===== config.mk =====
export PLATFORM = sky130hd
export DESIGN_NAME = clkdiv_bank
export DESIGN_NICKNAME = d
export VERILOG_FILES = /design/src/rtl/clkdiv_pkg.sv /design/src/rtl/clkdiv_rst_sync.sv /design/src/rtl/clkdiv_counter.sv /design/src/rtl/clkdiv_regs.sv /design/src/rtl/clkdiv_bank.sv
export SDC_FILE = /design/constraint.sdc
export NUM_CORES = 1
export LEC_CHECK = 0
export BUFFER_PORTS_ARGS = -buffer_cell sky130_fd_sc_hd__buf_2
export CAP_MARGIN = 20
export CELL_PAD_IN_SITES_DETAIL_PLACEMENT = 2
export CELL_PAD_IN_SITES_GLOBAL_PLACEMENT = 2
export CORE_AREA = 2 2 121 123
export CTS_CLUSTER_DIAMETER = 150
export DETAILED_ROUTE_END_ITERATION = 10
export DIE_AREA = 0 0 123 125
export PLACE_DENSITY = 0.89
export RECOVER_POWER = 50
export SETUP_SLACK_MARGIN = 0.02
export SLEW_MARGIN = 20
export SYNTH_ARGS = -nofsm -noshare
export SYNTH_HDL_FRONTEND = slang
export SYNTH_SLANG_ARGS = --single-unit

===== constraint.sdc =====
create_clock -name clk_ref -period 5.5 [get_ports clk_ref]
set_clock_uncertainty 0.2 [all_clocks]
set_input_delay 1.1 -clock clk_ref [delete_from_list [all_inputs] [get_ports clk_ref]]
set_output_delay 1.1 -clock clk_ref [all_outputs]
set_load 0.02 [all_outputs]

===== src/rtl/clkdiv_pkg.sv =====
package clkdiv_pkg;
  localparam int REG_W  = 16;
  localparam int ADDR_W = 4;
  localparam int EN_BIT = 15;

  typedef enum logic [ADDR_W-1:0] {
    A_CTRL = 4'h0,
    A_MULT = 4'h1,
    A_POST = 4'h2,
    A_CMD  = 4'h3,
    A_STAT = 4'h4
  } reg_addr_e;

  localparam logic [ADDR_W-1:0] A_DIV_BASE = 4'h8;
endpackage


===== src/rtl/clkdiv_rst_sync.sv =====
module clkdiv_rst_sync #(
  parameter int STAGES = 2
) (
  input  logic clk,
  input  logic arst_n,
  output logic rst_n_sync
);
  logic [STAGES-1:0] sync_q;

  always_ff @(posedge clk or negedge arst_n) begin
    if (!arst_n) sync_q <= '0;
    else         sync_q <= {sync_q[STAGES-2:0], 1'b1};
  end

  assign rst_n_sync = sync_q[STAGES-1];
endmodule


===== src/rtl/clkdiv_counter.sv =====
module clkdiv_counter #(
  parameter int RATIO_W = 5
) (
  input  logic               clk,
  input  logic               rst_n,
  input  logic               restart,
  input  logic               tick,
  input  logic               en,
  input  logic [RATIO_W-1:0] ratio,
  output logic               pulse
);
  logic [RATIO_W-1:0] cnt_q, cnt_d;
  logic               hit;

  assign hit = (cnt_q >= ratio);

  always_comb begin
    cnt_d = cnt_q;
    if (restart)   cnt_d = '0;
    else if (tick) cnt_d = hit ? '0 : cnt_q + RATIO_W'(1);
  end

  always_ff @(posedge clk or negedge rst_n) begin
    if (!rst_n) cnt_q <= '0;
    else        cnt_q <= cnt_d;
  end

  assign pulse = tick & en & hit;
endmodule


===== src/rtl/clkdiv_regs.sv =====
module clkdiv_regs import clkdiv_pkg::*; #(
  parameter int NUM_DIV     = 4,
  parameter int RATIO_W     = 5,
  parameter int MULT_W      = 5,
  parameter int BUSY_CYCLES = 8
) (
  input  logic                            clk,
  input  logic                            rst_n,
  input  logic                            bus_wr,
  input  logic [ADDR_W-1:0]               bus_addr,
  input  logic [REG_W-1:0]                bus_wdata,
  output logic [REG_W-1:0]                bus_rdata,
  output logic [MULT_W-1:0]               mult_val,
  output logic                            bypass,
  output logic                            post_en,
  output logic [RATIO_W-1:0]              post_ratio,
  output logic [NUM_DIV-1:0]              act_en,
  output logic [NUM_DIV-1:0][RATIO_W-1:0] act_ratio,
  output logic                            go_pulse,
  output logic                            busy
);
  localparam int BCNT_W = (BUSY_CYCLES > 1) ? $clog2(BUSY_CYCLES) : 1;
  localparam logic [BCNT_W-1:0] BCNT_LOAD = BCNT_W'(BUSY_CYCLES - 1);

  logic                            byp_q, byp_d;
  logic [MULT_W-1:0]               mult_q, mult_d;
  logic                            shp_en_q, shp_en_d;
  logic [RATIO_W-1:0]              shp_r_q, shp_r_d;
  logic                            acp_en_q, acp_en_d;
  logic [RATIO_W-1:0]              acp_r_q, acp_r_d;
  logic [NUM_DIV-1:0]              sh_en_q, sh_en_d;
  logic [NUM_DIV-1:0][RATIO_W-1:0] sh_r_q, sh_r_d;
  logic [NUM_DIV-1:0]              ac_en_q, ac_en_d;
  logic [NUM_DIV-1:0][RATIO_W-1:0] ac_r_q, ac_r_d;
  logic                            busy_q, busy_d;
  logic [BCNT_W-1:0]               bcnt_q, bcnt_d;

  logic               wr_ctrl, wr_mult, wr_post, go_acc;
  logic [NUM_DIV-1:0] wr_div;
  logic               unused_wdata;

  assign unused_wdata = ^bus_wdata;

  assign wr_ctrl = bus_wr && (bus_addr == A_CTRL);
  assign wr_mult = bus_wr && (bus_addr == A_MULT);
  assign wr_post = bus_wr && (bus_addr == A_POST);
  assign go_acc  = bus_wr && (bus_addr == A_CMD) && bus_wdata[0] && !busy_q;

  for (genvar g = 0; g < NUM_DIV; g++) begin : g_dec
    assign wr_div[g] = bus_wr && (bus_addr == (A_DIV_BASE + ADDR_W'(g)));
  end

  // next-state
  always_comb begin
    byp_d    = wr_ctrl ? bus_wdata[0] : byp_q;
    mult_d   = wr_mult ? bus_wdata[MULT_W-1:0] : mult_q;
    shp_en_d = wr_post ? bus_wdata[EN_BIT] : shp_en_q;
    shp_r_d  = wr_post ? bus_wdata[RATIO_W-1:0] : shp_r_q;
    for (int i = 0; i < NUM_DIV; i++) begin
      sh_en_d[i] = wr_div[i] ? bus_wdata[EN_BIT] : sh_en_q[i];
      sh_r_d[i]  = wr_div[i] ? bus_wdata[RATIO_W-1:0] : sh_r_q[i];
    end
    // staged values move to the live set only on an accepted GO
    acp_en_d = go_acc ? shp_en_q : acp_en_q;
    acp_r_d  = go_acc ? shp_r_q  : acp_r_q;
    ac_en_d  = go_acc ? sh_en_q  : ac_en_q;
    ac_r_d   = go_acc ? sh_r_q   : ac_r_q;

    busy_d = busy_q;
    bcnt_d = bcnt_q;
    if (go_acc) begin
      busy_d = 1'b1;
      bcnt_d = BCNT_LOAD;
    end else if (busy_q) begin
      if (bcnt_q == '0) busy_d = 1'b0;
      else              bcnt_d = bcnt_q - BCNT_W'(1);
    end
  end

  always_ff @(posedge clk or negedge rst_n) begin
    if (!rst_n) begin
      byp_q    <= 1'b1;
      mult_q   <= '0;
      shp_en_q <= 1'b1;
      shp_r_q  <= '0;
      acp_en_q <= 1'b1;
      acp_r_q  <= '0;
      sh_en_q  <= '1;
      sh_r_q   <= '0;
      ac_en_q  <= '1;
      ac_r_q   <= '0;
      busy_q   <= 1'b0;
      bcnt_q   <= '0;
    end else begin
      byp_q    <= byp_d;
      mult_q   <= mult_d;
      shp_en_q <= shp_en_d;
      shp_r_q  <= shp_r_d;
      acp_en_q <= acp_en_d;
      acp_r_q  <= acp_r_d;
      sh_en_q  <= sh_en_d;
      sh_r_q   <= sh_r_d;
      ac_en_q  <= ac_en_d;
      ac_r_q   <= ac_r_d;
      busy_q   <= busy_d;
      bcnt_q   <= bcnt_d;
    end
  end

  // read mux: shadows are what software sees
  always_comb begin
    bus_rdata = '0;
    case (bus_addr)
      A_CTRL: bus_rdata[0] = byp_q;
      A_MULT: bus_rdata[MULT_W-1:0] = mult_q;
      A_POST: begin
        bus_rdata[EN_BIT]        = shp_en_q;
        bus_rdata[RATIO_W-1:0]   = shp_r_q;
      end
      A_STAT: bus_rdata[0] = busy_q;
      default: ;
    endcase
    for (int i = 0; i < NUM_DIV; i++) begin
      if (bus_addr == (A_DIV_BASE + ADDR_W'(i))) begin
        bus_rdata[EN_BIT]      = sh_en_q[i];
        bus_rdata[RATIO_W-1:0] = sh_r_q[i];
      end
    end
  end

  assign mult_val   = mult_q;
  assign bypass     = byp_q;
  assign post_en    = acp_en_q;
  assign post_ratio = acp_r_q;
  assign act_en     = ac_en_q;
  assign act_ratio  = ac_r_q;
  assign go_pulse   = go_acc;
  assign busy       = busy_q;
endmodule


===== src/rtl/clkdiv_bank.sv =====
module clkdiv_bank import clkdiv_pkg::*; #(
  parameter int NUM_DIV     = 4,
  parameter int RATIO_W     = 5,
  parameter int MULT_W      = 5,
  parameter int BUSY_CYCLES = 8
) (
  input  logic               clk_ref,
  input  logic               rst_n,
  input  logic               bus_wr,
  input  logic [ADDR_W-1:0]  bus_addr,
  input  logic [REG_W-1:0]   bus_wdata,
  output logic [REG_W-1:0]   bus_rdata,
  output logic [MULT_W-1:0]  mult_val,
  output logic               xfer_busy,
  output logic [NUM_DIV-1:0] div_clk_en
);
  logic                            rst_sync_n;
  logic                            bypass;
  logic                            post_en;
  logic [RATIO_W-1:0]              post_ratio;
  logic [NUM_DIV-1:0]              act_en;
  logic [NUM_DIV-1:0][RATIO_W-1:0] act_ratio;
  logic                            go_pulse;
  logic                            post_tick;
  logic                            src_tick;

  clkdiv_rst_sync #(.STAGES(2)) u_rst (
    .clk        (clk_ref),
    .arst_n     (rst_n),
    .rst_n_sync (rst_sync_n)
  );

  clkdiv_regs #(
    .NUM_DIV(NUM_DIV), .RATIO_W(RATIO_W), .MULT_W(MULT_W), .BUSY_CYCLES(BUSY_CYCLES)
  ) u_regs (
    .clk        (clk_ref),
    .rst_n      (rst_sync_n),
    .bus_wr     (bus_wr),
    .bus_addr   (bus_addr),
    .bus_wdata  (bus_wdata),
    .bus_rdata  (bus_rdata),
    .mult_val   (mult_val),
    .bypass     (bypass),
    .post_en    (post_en),
    .post_ratio (post_ratio),
    .act_en     (act_en),
    .act_ratio  (act_ratio),
    .go_pulse   (go_pulse),
    .busy       (xfer_busy)
  );

  // post-divider runs on every reference cycle
  clkdiv_counter #(.RATIO_W(RATIO_W)) u_post (
    .clk     (clk_ref),
    .rst_n   (rst_sync_n),
    .restart (go_pulse),
    .tick    (1'b1),
    .en      (post_en),
    .ratio   (post_ratio),
    .pulse   (post_tick)
  );

  assign src_tick = bypass | post_tick;

  for (genvar g = 0; g < NUM_DIV; g++) begin : g_div
    clkdiv_counter #(.RATIO_W(RATIO_W)) u_cnt (
      .clk     (clk_ref),
      .rst_n   (rst_sync_n),
      .restart (go_pulse),
      .tick    (src_tick),
      .en      (act_en[g]),
      .ratio   (act_ratio[g]),
      .pulse   (div_clk_en[g])
    );
  end
endmodule


Word-level counts from Yosys, hierarchy flattened:

Cells that the tools add are included.
Widths: inputs -> output; s select.

* flip-flop bits (word level): 97
* input bits: 23

* add/sub/neg operators: 6
* magnitude comparators: 5
* equal/unequal tests: 9
* bitwise logic cells: 10
* reduce and logical (&&, ||, !) cells: 16
* multiplexer cells: 31

Operators by type and width (number)
* $mux 5: 18
* $add 5x1->5 const B: 5
* $ge 5x5->1: 5
* $eq 4x4->1 const B: 4
* $logic_and 1x1->1: 10
* $and 1x1->1: 9
* $mux 3: 3
* $eq 4x2->1 const B: 2
* $mux 1: 8
* $pmux 4 s2: 1
* $eq 4x1->1 const B: 1
* $eq 4x3->1 const B: 1
* $logic_not 4->1: 1
* $pmux 1 s4: 1
* $reduce_bool 2->1: 2
* $logic_not 3->1: 1
* $sub 3x1->3 const B: 1
* $ne 2x1->1 const B: 1
* $reduce_and 2->1: 1
* $logic_not 1->1: 1
* $or 1x1->1: 1

Depth between registers and ports, before layout:

* word-level depth: 6
* gate-level depth with buffers: 9
* mapped depth without buffers: 7

Hierarchy:

A second synthesis with hierarchy kept.

* cell total of the unflattened synthesis: 476
* area, all modules: 5402.7 um2

Modules (own cells, without submodules)
* clkdiv_regs: sequential area each 1765.4 um2, area each 3205.6 um2, instances 1, cells an instance 241
* clkdiv_counter: sequential area each 125.1 um2, area each 426.7 um2, instances 5, cells an instance 46
* clkdiv_rst_sync: sequential area each 50.0 um2, area each 53.8 um2, instances 1, cells an instance 3
* clkdiv_bank: sequential area each 0.0 um2, area each 10.0 um2, instances 1, cells an instance 2

Least setup slack after synthesis:

OpenSTA, ideal clock, no wires.

* kind: input -> output
* from: in bus_addr[0]
* to: out bus_rdata[3]
* data arrival time: 2.321 ns
* stages: 5
* buffers on the path: 1
* path slack: 1.879 ns
* cells stage by stage: buf_2 -> nor2b_1 -> a21o_1 -> a221oi_1 -> o32ai_1

* word-level cells in the longest chain between the ends: 6
* elaborated cells between the ends (all ways): 11
* classes of those cells: eq/ne: 6; mux: 5

RTL lines
* from (decl): RTL line clkdiv_bank.sv:10 `input logic [ADDR_W-1:0] bus_addr,`
* $eq 4x2->1 / $eq 4x1->1 (equally long branches): RTL line clkdiv_regs.sv:113 `case (bus_addr)`
* $pmux 4 s2: RTL line clkdiv_regs.sv:113
* $mux 5 (3 in series): RTL line clkdiv_regs.sv:124 `if (bus_addr == (A_DIV_BASE + ADDR_W'(i))) begin`
* $mux 5 (*): RTL line clkdiv_regs.sv:124
* to (decl): RTL line clkdiv_bank.sv:12 `output logic [REG_W-1:0] bus_rdata,`

Mark *: on every way between the ends. The rest lies on a longest branch, timed or not.

Final worst setup path:

* from: in bus_addr[0]
* to: out bus_rdata[2]

The elaborated chain is that of the path after synthesis.

==> impl_metrics.json <==
{
  "criticalPathCategory": "in2out",
  "status": "finished, violations left",
  "async_flop_share": 1.00,
  "max_cap_violations": 2,
  "cts_tree": "done",
  "yosys_warnings": 0,
  "reg2reg_depth": 7,
  "place_area_um2": 5330,
  "fin_util": 0.396,
  "max_freq_mhz": 229,
  "final_cell_area_um2": 5630,
  "vias": 3939,
  "slew_headroom": -0.293,
  "power.density_nw_per_um2": 467,
  "start_util": 0.362,
  "period_share": 0.794,
  "hold-path-cell-count": 0,
  "synth.cell_area_um2": 5140,
  "htreeDepth": 3,
  "dp_hpwl_mm": 10.5,
  "die_w_um": 123,
  "placement_rows": 44,
  "grt_pass1_vias": 4465,
  "clk_pin_slew_ps": 60,
  "share_seq_of_total_power": 0.431,
  "reg2reg_to": "g_div[3].u_cnt.cnt_q[0]$_DFFE_PN0P_",
  "wl_met2_mm": 8.01,
  "gr-total-overflow": 0,
  "rr_startpoint": "u_post.cnt_q[0]$_DFF_PN0_",
  "grt_pass1_wl_mm": 24.9,
  "cp.arrival_ps": 3070,
  "avgRoutedWirePerCell_um": 21.0,
  "synth_seq_cells": 97,
  "ios": 49,
  "slew_viol_final": 78,
  "max_stage_delay_ps": 700,
  "die_y_um": 125,
  "synthCells": 517,
  "cp-end-kind": "output port",
  "die-area_um2": 15400,
  "hold_viol": 0,
  "ys.flop_type": "dfrtp_1",
  "vias_per_cell": 5.46,
  "ff2ff_setup_slack_ps": 2630,
  "gp_congestion": 0.810,
  "intPower_mw": 1.67,
  "synth-edff-count": 0,
  "p_leak_nw": 2.62,
  "first_pass_iters": 4,
  "postCtsHoldBufs": 0,
  "synth.distinct_cells": 45,
  "rsz0062_at_grt": "no",
  "wl_mm": 15.1,
  "violations": "capacitance limit, slew limit",
  "grt_max_degree": 71,
  "power_mw": 2.63,
  "core_um2": 14200,
  "p_clk_frac": 0.255,
  "pre_cts_slack_ps": 1560,
  "ant_nets": 0,
  "worst_slew_pin_slew_ps": 1940,
  "top_layer": "met4",
  "switching_share": 0.366,
  "met3_wirelength_um": 323,
  "period_needed_ps": 4370,
  "drc": 0,
  "cp_max_fo": 20,
  "worst_hold_path_type": "reg2reg",
  "holdPathEnd": "u_rst.sync_q[1]$_DFF_PN0_",
  "worst-path-buf-inv": 2,
  "cts_buffers": 9,
  "path_depth": 7,
  "setup_viol": 0,
  "finalNonFillerCells": 721,
  "drt-met1-wl_mm": 6.34,
  "clkLatencyLatePin_ps": 350,
  "drive_gt1_frac": 0.188,
  "grt_use_total": 0.211,
  "worstSetupStartpointType": "input pin",
  "fin_nets": 587,
  "cts_root_buf": "clkbuf_16",
  "cts.sinks": 97,
  "antenna_found_initial": 0,
  "slowest_stage": "clkbuf_1",
  "fin_hold_ws_ps": 153,
  "antennaDiodeCount": 0,
  "fin_setup_tns_ps": 0,
  "cts_buffer_depth": 2,
  "p_switching_mw": 0.961,
  "worstPathCellList": "clkbuf_1 > nor2b_1 > a221oi_1 > a21oi_1 > a31oi_1 > nor2_1 > buf_2",
  "area_growth_pct": 9.54,
  "fill_cells": 1571,
  "hold_start": "u_rst.sync_q[0]$_DFF_PN0_",
  "postSynthAreaPerCell_um2": 9.94,
  "layout_setup_ws_ps": 1130,
  "critPathTopFamily": "buffers and inverters",
  "drt-initial-drc-count": 207,
  "io_buffers": 28,
  "post_cts_buffers": 0,
  "cp.required_ps": 4200,
  "ctsResizeCount": 0,
  "dp.cells": 705,
  "p_comb_frac": 0.315,
  "ir_worst_vdd_mv": 0.171,
  "ys_seq_area_frac": 0.475
}
[power groups by stage]
stage / Combinational (mW) / Clock [mW] / Sequential [mW]
final: 0.826 / 0.669 / 1.13
after global routing: 0.936 / 0.708 / 1.16
after CTS: 0.839 / 0.688 / 1.13
after detailed placement: 0.804 / 0 / 1.14
after global placement: 0.705 / 0 / 1.11
after floorplan: 0.578 / 0 / 1.08
[cell usage after synthesis (3+ instances only)]
| master | instances | area, µm² |
|---|---|---|
| a21o_1 | 5 | 37.5 |
| nor2_1 | 21 | 78.8 |
| clkbuf_1 | 4 | 15.0 |
| o22ai_2 | 4 | 50.1 |
| a31oi_1 | 7 | 43.8 |
| nand3_1 | 19 | 95.1 |
| buf_4 | 17 | 128 |
| nand2b_1 | 4 | 25.0 |
| a22oi_1 | 4 | 30.0 |
| mux2i_1 | 3 | 30.0 |
| nand2_1 | 91 | 342 |
| a21oi_1 | 29 | 145 |
| ha_1 | 32 | 400 |
| a221oi_1 | 3 | 26.3 |
| buf_6 | 4 | 45.0 |
| dfstp_2 | 11 | 289 |
| o31ai_1 | 4 | 30.0 |
| buf_2 | 10 | 50.1 |
| dfrtp_1 | 86 | 2150 |
| inv_1 | 35 | 131 |
| nor2b_1 | 8 | 50.1 |
| mux2_2 | 39 | 439 |
| o21ai_0 | 30 | 150 |
| o22ai_1 | 9 | 56.3 |
| or3_1 | 12 | 75.1 |
[cell families after synthesis]
logic type	count (synthesis)	share of synthesized area
and+or+nand+nor	164	0.143
AOI/OAI and AO/OA	105	0.132
DFF	97	0.475
buffers and inverters	71	0.0726
muxes	42	0.0913
adders and majority gates	32	0.0779
xor gates and xnor gates	4	0.00682
other	2	0.00146
[state kept, by name, summed over array words and instances (netlist names)]
name and cells:
u_regs.bcnt_q 3, g_div.u_cnt.cnt_q 20, u_regs.bypass 1, u_regs.post_ratio 5
u_rst.sync_q 2, u_post.cnt_q 5, u_regs.sh_r_q 20, u_regs.shp_en_q 1
u_regs.act_ratio 20, u_regs.shp_r_q 5, u_regs.post_en 1, u_regs.act_en 4
u_regs.mult_val 5, u_regs.busy 1, u_regs.sh_en_q 4
[metal layers]
metal  vias up  track usage
met5         -            0
met4         0       0.0789
met3        32       0.0297
met2        65        0.371
met1      2056        0.261
li1       1786            -
[layout by cell type, fill, tap and decap left out, types with 3 or more instances in the layout]
cell       count
nand2_1       91
mux2i_1        3
inv_1         35
a221oi_1       3
o22ai_1        9
dfrtp_1       86
nor2b_1        8
a21o_1         5
or3_1         12
dfstp_2       11
a31oi_1        7
o31ai_1        4
clkbuf_1       5
o21ai_0       30
conb_1        11
a22oi_1        4
mux2_2        39
nand3_1       19
clkinv_2       3
ha_1          32
nor2_1        21
o22ai_2        4
buf_2         25
a21oi_1       29
clkbuf_16      9
nand2b_1       4
[final cells by class]
type | count | area (µm²) | share of cell area
multi-input combinational | 358 | 2360 | 0.419
timing repair buffer | 31 | 155 | 0.0276
tap | 184 | 230 | 0.0409
sequential | 97 | 2440 | 0.434
clock inverter | 6 | 82.6 | 0.0147
inverter | 35 | 131 | 0.0233
clock buffer | 10 | 229 | 0.0407
[how the worst max path moves through the flow]
stage	start	endpoint	slack [ps]
2_1_floorplan	bus_addr[0]	bus_rdata[3]	1880
3_3_place_gp	bus_addr[1]	bus_rdata[3]	1570
3_5_place_dp	bus_addr[1]	bus_rdata[2]	1560
4_1_cts	bus_addr[1]	bus_rdata[2]	1490
5_1_grt	bus_addr[0]	bus_rdata[2]	940
6_report	bus_addr[0]	bus_rdata[2]	1130
[worst reg2reg max path, cell delays in order, from the launching register on]
cell	delay (ps)
dfrtp_1	400
inv_1	60
ha_1	260
nand2b_1	190
a2111oi_4	500
o31a_1	810
nand3_1	190
o31ai_1	160
(Power assumes the default switching activity.)
